--- config.mk ---
export PLATFORM = sky130hd
export DESIGN_NAME = statusBankCore
export DESIGN_NICKNAME = d
export VERILOG_FILES = /design/src/rtl/statusBankPkg.sv /design/src/rtl/statusBankCtrl.sv /design/src/rtl/statusBankData.sv /design/src/rtl/statusBankCore.sv
export SDC_FILE = /design/constraint.sdc
export NUM_CORES = 2
export LEC_CHECK = 0
export BUFFER_PORTS_ARGS = -buffer_cell sky130_fd_sc_hd__clkbuf_2
export CAP_MARGIN = 20
export CORE_ASPECT_RATIO = 2
export CORE_MARGIN = 2
export CORE_UTILIZATION = 25
export DETAILED_ROUTE_END_ITERATION = 10
export HOLD_SLACK_MARGIN = 0.15
export PLACE_DENSITY = 0.37
export SYNTH_ARGS = -nofsm -noshare
export SYNTH_HDL_FRONTEND = slang
export SYNTH_SLANG_ARGS = --single-unit
--- constraint.sdc ---
create_clock -name clk -period 4.4 [get_ports clk]
set_clock_uncertainty 0.2 [all_clocks]
set_input_delay 0.88 -clock clk [delete_from_list [all_inputs] [get_ports clk]]
set_output_delay 0.88 -clock clk [all_outputs]
set_load 0.01 [all_outputs]
--- src/rtl/statusBankPkg.sv ---
package statusBankPkg;
  localparam int SR_T_POS  = 0;
  localparam int SR_S_POS  = 1;
  localparam int SR_Q_POS  = 8;
  localparam int SR_M_POS  = 9;
  localparam int SR_FD_POS = 15;
  localparam int SR_BL_POS = 28;
  localparam int SR_RB_POS = 29;
  localparam int SR_MD_POS = 30;
  localparam int FP_PR_POS = 19;
  localparam int FP_SZ_POS = 20;
  localparam int FP_FR_POS = 21;

  typedef struct packed {
    logic gprSel;
    logic fprSel;
    logic gprWe;
    logic fprWe;
  } bankStrobes_t;
endpackage

--- src/rtl/statusBankCtrl.sv ---
module statusBankCtrl
  import statusBankPkg::*;
#(
  parameter int          DATA_W      = 32,
  parameter logic [31:0] SR_WMASK    = 32'h700083F3,
  parameter logic [31:0] FPSCR_WMASK = 32'h003FFFFF,
  parameter logic [31:0] SR_INIT     = 32'h700000F0,
  parameter logic [31:0] FPSCR_INIT  = 32'h00040001
) (
  input  logic              clk,
  input  logic              rstN,
  input  logic              srWrEn,
  input  logic [DATA_W-1:0] srWrData,
  input  logic              flagWrEn,
  input  logic [3:0]        flagWrData,
  input  logic              fpscrWrEn,
  input  logic [DATA_W-1:0] fpscrWrData,
  input  logic              gprWrEn,
  input  logic              fprWrEn,
  output bankStrobes_t      strobes,
  output logic [DATA_W-1:0] srRdData,
  output logic [DATA_W-1:0] fpscrRdData,
  output logic [2:0]        modeWord,
  output logic              maskChanged
);
  localparam logic [DATA_W-1:0] FLAG_POSITIONS =
    DATA_W'((32'd1 << SR_T_POS) | (32'd1 << SR_S_POS) |
            (32'd1 << SR_Q_POS) | (32'd1 << SR_M_POS));
  localparam logic [DATA_W-1:0] SR_MASK_W = DATA_W'(SR_WMASK);
  localparam logic [DATA_W-1:0] FP_MASK_W = DATA_W'(FPSCR_WMASK);
  localparam logic [DATA_W-1:0] SR_INIT_W = DATA_W'(SR_INIT & SR_WMASK);
  localparam logic [DATA_W-1:0] FP_INIT_W = DATA_W'(FPSCR_INIT & FPSCR_WMASK);

  logic [DATA_W-1:0] srCore;
  logic [DATA_W-1:0] fpscrReg;
  logic [3:0]        flagBits;   // {M,Q,S,T}
  logic              notePulse;

  always_ff @(posedge clk) begin
    if (!rstN) begin
      srCore   <= SR_INIT_W;
      flagBits <= {SR_INIT_W[SR_M_POS], SR_INIT_W[SR_Q_POS],
                   SR_INIT_W[SR_S_POS], SR_INIT_W[SR_T_POS]};
    end else if (srWrEn) begin
      srCore   <= srWrData & SR_MASK_W;
      flagBits <= {srWrData[SR_M_POS], srWrData[SR_Q_POS],
                   srWrData[SR_S_POS], srWrData[SR_T_POS]};
    end else if (flagWrEn) begin
      flagBits <= flagWrData;
    end
  end

  always_ff @(posedge clk) begin
    if (!rstN)          fpscrReg <= FP_INIT_W;
    else if (fpscrWrEn) fpscrReg <= fpscrWrData & FP_MASK_W;
  end

  always_ff @(posedge clk) begin
    if (!rstN) notePulse <= 1'b0;
    else       notePulse <= srWrEn;
  end

  always_comb begin
    srRdData = srCore & ~FLAG_POSITIONS;
    srRdData[SR_T_POS] = flagBits[0];
    srRdData[SR_S_POS] = flagBits[1];
    srRdData[SR_Q_POS] = flagBits[2];
    srRdData[SR_M_POS] = flagBits[3];
  end

  assign fpscrRdData    = fpscrReg;
  assign modeWord       = {srCore[SR_MD_POS], fpscrReg[FP_SZ_POS], fpscrReg[FP_PR_POS]};
  assign maskChanged    = notePulse;
  assign strobes.gprSel = srCore[SR_MD_POS] & srCore[SR_RB_POS];
  assign strobes.fprSel = fpscrReg[FP_FR_POS];
  assign strobes.gprWe  = gprWrEn;
  assign strobes.fprWe  = fprWrEn;
endmodule

--- src/rtl/statusBankData.sv ---
module statusBankData
  import statusBankPkg::*;
#(
  parameter int DATA_W       = 32,
  parameter int GPR_BANKED   = 8,
  parameter int FPR_PER_BANK = 16,
  localparam int GPR_IDX_W   = $clog2(GPR_BANKED),
  localparam int FPR_IDX_W   = $clog2(FPR_PER_BANK)
) (
  input  logic                 clk,
  input  logic                 rstN,
  input  bankStrobes_t         strobes,
  input  logic [GPR_IDX_W-1:0] gprWrIdx,
  input  logic [DATA_W-1:0]    gprWrData,
  input  logic [GPR_IDX_W-1:0] gprRdIdx,
  output logic [DATA_W-1:0]    gprRdData,
  input  logic [FPR_IDX_W-1:0] fprWrIdx,
  input  logic [DATA_W-1:0]    fprWrData,
  input  logic [FPR_IDX_W-1:0] fprRdIdx,
  output logic [DATA_W-1:0]    fprRdData
);
  localparam int GPR_PHYS = 2 * GPR_BANKED;
  localparam int FPR_PHYS = 2 * FPR_PER_BANK;

  logic [DATA_W-1:0] gprStore [GPR_PHYS];
  logic [DATA_W-1:0] fprStore [FPR_PHYS];

  logic [GPR_IDX_W:0] gprWrPhys, gprRdPhys;
  logic [FPR_IDX_W:0] fprWrPhys, fprRdPhys;

  assign gprWrPhys = {strobes.gprSel, gprWrIdx};
  assign gprRdPhys = {strobes.gprSel, gprRdIdx};
  assign fprWrPhys = {strobes.fprSel, fprWrIdx};
  assign fprRdPhys = {strobes.fprSel, fprRdIdx};

  for (genvar g = 0; g < GPR_PHYS; g++) begin : gGpr
    always_ff @(posedge clk) begin
      if (!rstN)
        gprStore[g] <= '0;
      else if (strobes.gprWe && gprWrPhys == (GPR_IDX_W+1)'(g))
        gprStore[g] <= gprWrData;
    end
  end

  for (genvar f = 0; f < FPR_PHYS; f++) begin : gFpr
    always_ff @(posedge clk) begin
      if (!rstN)
        fprStore[f] <= '0;
      else if (strobes.fprWe && fprWrPhys == (FPR_IDX_W+1)'(f))
        fprStore[f] <= fprWrData;
    end
  end

  assign gprRdData = gprStore[gprRdPhys];
  assign fprRdData = fprStore[fprRdPhys];
endmodule

--- src/rtl/statusBankCore.sv ---
module statusBankCore
  import statusBankPkg::*;
#(
  parameter int DATA_W       = 32,
  parameter int GPR_BANKED   = 8,
  parameter int FPR_PER_BANK = 16,
  localparam int GPR_IDX_W   = $clog2(GPR_BANKED),
  localparam int FPR_IDX_W   = $clog2(FPR_PER_BANK)
) (
  input  logic                 clk,
  input  logic                 rstN,
  input  logic                 srWrEn,
  input  logic [DATA_W-1:0]    srWrData,
  output logic [DATA_W-1:0]    srRdData,
  input  logic                 flagWrEn,
  input  logic [3:0]           flagWrData,
  input  logic                 fpscrWrEn,
  input  logic [DATA_W-1:0]    fpscrWrData,
  output logic [DATA_W-1:0]    fpscrRdData,
  input  logic                 gprWrEn,
  input  logic [GPR_IDX_W-1:0] gprWrIdx,
  input  logic [DATA_W-1:0]    gprWrData,
  input  logic [GPR_IDX_W-1:0] gprRdIdx,
  output logic [DATA_W-1:0]    gprRdData,
  input  logic                 fprWrEn,
  input  logic [FPR_IDX_W-1:0] fprWrIdx,
  input  logic [DATA_W-1:0]    fprWrData,
  input  logic [FPR_IDX_W-1:0] fprRdIdx,
  output logic [DATA_W-1:0]    fprRdData,
  output logic [2:0]           modeWord,
  output logic                 maskChanged
);
  bankStrobes_t strobes;

  statusBankCtrl #(.DATA_W(DATA_W)) uCtrl (
    .clk(clk), .rstN(rstN),
    .srWrEn(srWrEn), .srWrData(srWrData),
    .flagWrEn(flagWrEn), .flagWrData(flagWrData),
    .fpscrWrEn(fpscrWrEn), .fpscrWrData(fpscrWrData),
    .gprWrEn(gprWrEn), .fprWrEn(fprWrEn),
    .strobes(strobes),
    .srRdData(srRdData), .fpscrRdData(fpscrRdData),
    .modeWord(modeWord), .maskChanged(maskChanged)
  );

  statusBankData #(
    .DATA_W(DATA_W), .GPR_BANKED(GPR_BANKED), .FPR_PER_BANK(FPR_PER_BANK)
  ) uData (
    .clk(clk), .rstN(rstN), .strobes(strobes),
    .gprWrIdx(gprWrIdx), .gprWrData(gprWrData),
    .gprRdIdx(gprRdIdx), .gprRdData(gprRdData),
    .fprWrIdx(fprWrIdx), .fprWrData(fprWrData),
    .fprRdIdx(fprRdIdx), .fprRdData(fprRdData)
  );
endmodule

==> run summary <==
Run status: finished, final reports clean
WL final: 232000 microns
CTS tree: done
Initial Util: 25.1%
Vias in the first global route: 43600
Cells after Synth: 5000
Critical Path Sink: gprRdData[23]
Post-layout util: 29.5%
Share of post-route cells with drive strength above 1: 17.2%
DR iter-0 viols: 2278
Layout fillers: 28600
Reg2Reg Depth: 5
Ys Warns: 0
# IOs: 285
Required time at the worst-slack endpoint: 3320 ps
First-pass DRT Iterations: 6
Worst reg-to-reg setup slack: 1160 ps
Die Y: 760 microns
# H-tree levels: 4
CP startpoint: uCtrl.srCore[30]
Crit start category: register
Average wire per standard cell: 25.6 microns
Nets@finish: 5326
Clock Latency Late Sink: 800 ps
Crit path largest cell delay: 770 ps
Finished Cell Area: 84100 sq um
Synthesis-to-finish area growth: 17.6%
Worst endpoint data arrival time: 2990 ps
Dominant cells by area after synthesis: edfxtp_1 (65%), and2_1 (13%), mux2i_1 (7.6%)
# port buffers: 224
Worst-path cell chain: nand2_4, mux4_2, clkbuf_2
Min cycle time layout: 4070 ps
Core area: 285000 sq um
Cell with the most instances after synthesis: and2_1
Asr flop ratio synth: 0%
Root buffer cell: clkbuf_16
Hold Vio Cnt, Final: 0
R2r endpoint: uData.gprStore[7][23]
Synth area leader: edfxtp_1
Clock Tree Buf Depth: 4
Sink Count: 1571
Syn avg cell area: 14.3 sq um
Crit path capture type: output port
CP max FO: 37
Sequential share of the synthesized area: 65.5%
Reg-to-reg startpoint: uCtrl.srCore[30]
Final ANT Viol Nets: 0
Residual DRC: 0
DP Area: 78500 sq um
Post-synth top cells: and2_1 (1542), edfxtp_1 (1536), mux2i_1 (546), clkbuf_1 (357), mux4_2 (160)
Final period utilization: 92.5%
Vias per inst: 4.42
Pwr dens: 407 nW/um^2
Post-synth top area share: 64.5%
Hpwl dp: 151000 microns
Slew @ Worst Pin: 1050 ps
Max-slew violations: 0
Max_slew headroom: 30.1%
Post-synth cell types: 26
Most used DFF post-synth: edfxtp_1
Die X: 382 microns
Die Footprint: 290000 sq um
Finish-stage setup viols: 0
Gpl congestion: 0.755
Leak: 31.3 nW
Num CTS Buffers: 170
RSZ-0062 raised after global routing: false
Antenna violations before repair: 6
Clock transition at the registers of the reported paths: 60 ps
Fmax: 246 MHz
Worst vdd ir: 0.284 mV
Min-Delay Path Class: input port to register
Global-route wire length before repair: 331000 microns
Number of synthesized flops with an enable pin: 1536
Slowest cell on crit path: mux4_2
Via count: 40100
Crit Path Category: register to output port
Total of max-cap violations: 0
Rows: 277
Overflow after GRT: 0
GRT Total Usage: 15.8%
Synthesized cell area: 71500 sq um
Seq cells post-synth: 1571
Pin count of the biggest net entering global routing: 65
-- cell type report --
class | instances | area, sq um | share of cell area, %
Clock inverter | 73 | 724 | 0.862
Multi-Input combinational cell | 2971 | 23400 | 27.9
Antenna cell | 7 | 17.5 | 0.0208
Timing Repair Buffer | 459 | 3840 | 4.57
Sequential cell | 1571 | 46800 | 55.7
Tap cell | 3766 | 4710 | 5.60
Clock buffer | 221 | 4510 | 5.36
-- flip-flops by register name (all words and copies together) (netlist names) --
signal,cells
uData.fprStore,1024
uCtrl.srCore,8
uData.gprStore,512
uCtrl.maskChanged,1
uCtrl.fpscrRdData,22
uCtrl.flagBits,4
-- where the power goes --
group	internal, W	total [W]	switching, W
logic	0.000958	0.00279	0.00183
clock network	0.00797	0.0143	0.00631
registers	0.0170	0.0172	0.000164
total	0.0259	0.0342	0.00831
-- cell families (layout without fill, tap and decap cells) --
| group | count (synthesis) | after routing | share of synthesized area (%) |
|---|---|---|---|
| and+or+nand+nor | 1895 | 1895 | 15.7 |
| DFF | 1571 | 1571 | 65.5 |
| muxes | 706 | 706 | 12.7 |
| buffers and inverters | 487 | 753 | 2.93 |
| AOI/OAI and AO/OA | 340 | 340 | 3.11 |
| other | 1 | 37 | 0.00525 |
-- routing by layer --
metal,routed length (microns),track usage [%],vias up
met2,136000,32.7,749
met1,81700,16.1,20700
met4,6380,4.46,4
met5,21,0,-
li1,-,-,18300
met3,7190,1.94,317
-- how the worst min path moves through the flow --
stage / from / to / slack (ps) / cells past startpoint
2_1_floorplan: uCtrl.srCore[28] / uCtrl.srCore[28] / 310 / 2
3_3_place_gp: uCtrl.fpscrRdData[18] / uCtrl.fpscrRdData[18] / 260 / 2
3_5_place_dp: uCtrl.srCore[5] / uCtrl.srCore[5] / 270 / 2
4_1_cts: flagWrData[0] / uCtrl.flagBits[0] / 170 / 4
5_1_grt: rstN / uCtrl.srCore[30] / 230 / 2
6_report: rstN / uCtrl.srCore[30] / 250 / 2
-- cell usage in the layout, fill, tap and decap left out, drive strengths merged, types with 64 or more instances in the layout --
cell    instances
mux4          160
buf           205
and2         1542
a21oi          96
edfxtp       1536
mux2i         546
nand3         107
a22oi          96
clkbuf        441
nand2         123
a22o           64
-- what timing repair did --
| action | in CTS | in global routing |
|---|---|---|
| gates resized for setup | 2 | 0 |
| setup buffers | 0 | 0 |
| endpoints found under the hold margin | 34 | 0 |
| endpoints found under the setup margin | 12 | 0 |
| hold buffers | 34 | 0 |
-- critical path: cells and delay by family (launching register included) --
kind,cells,cell delay (ps)
flops,1,540
buf+inv,1,190
mux,1,770
simple gates,1,620
-- per-stage QoR --
step           setup slack [ps]  cells  power, W  hold WS [ps]  setup TNS [ps]
6_report                    330   9068    0.0342           253               0
5_1_grt                     142   9062    0.0354           233               0
4_1_cts                     143   9061    0.0349           169               0
3_5_place_dp                382   8733    0.0204           269               0
3_3_place_gp                416   8733    0.0203           255               0
2_1_floorplan             -76.3   5029    0.0190           313           -9380
Power figures use the tool's default switching activity.
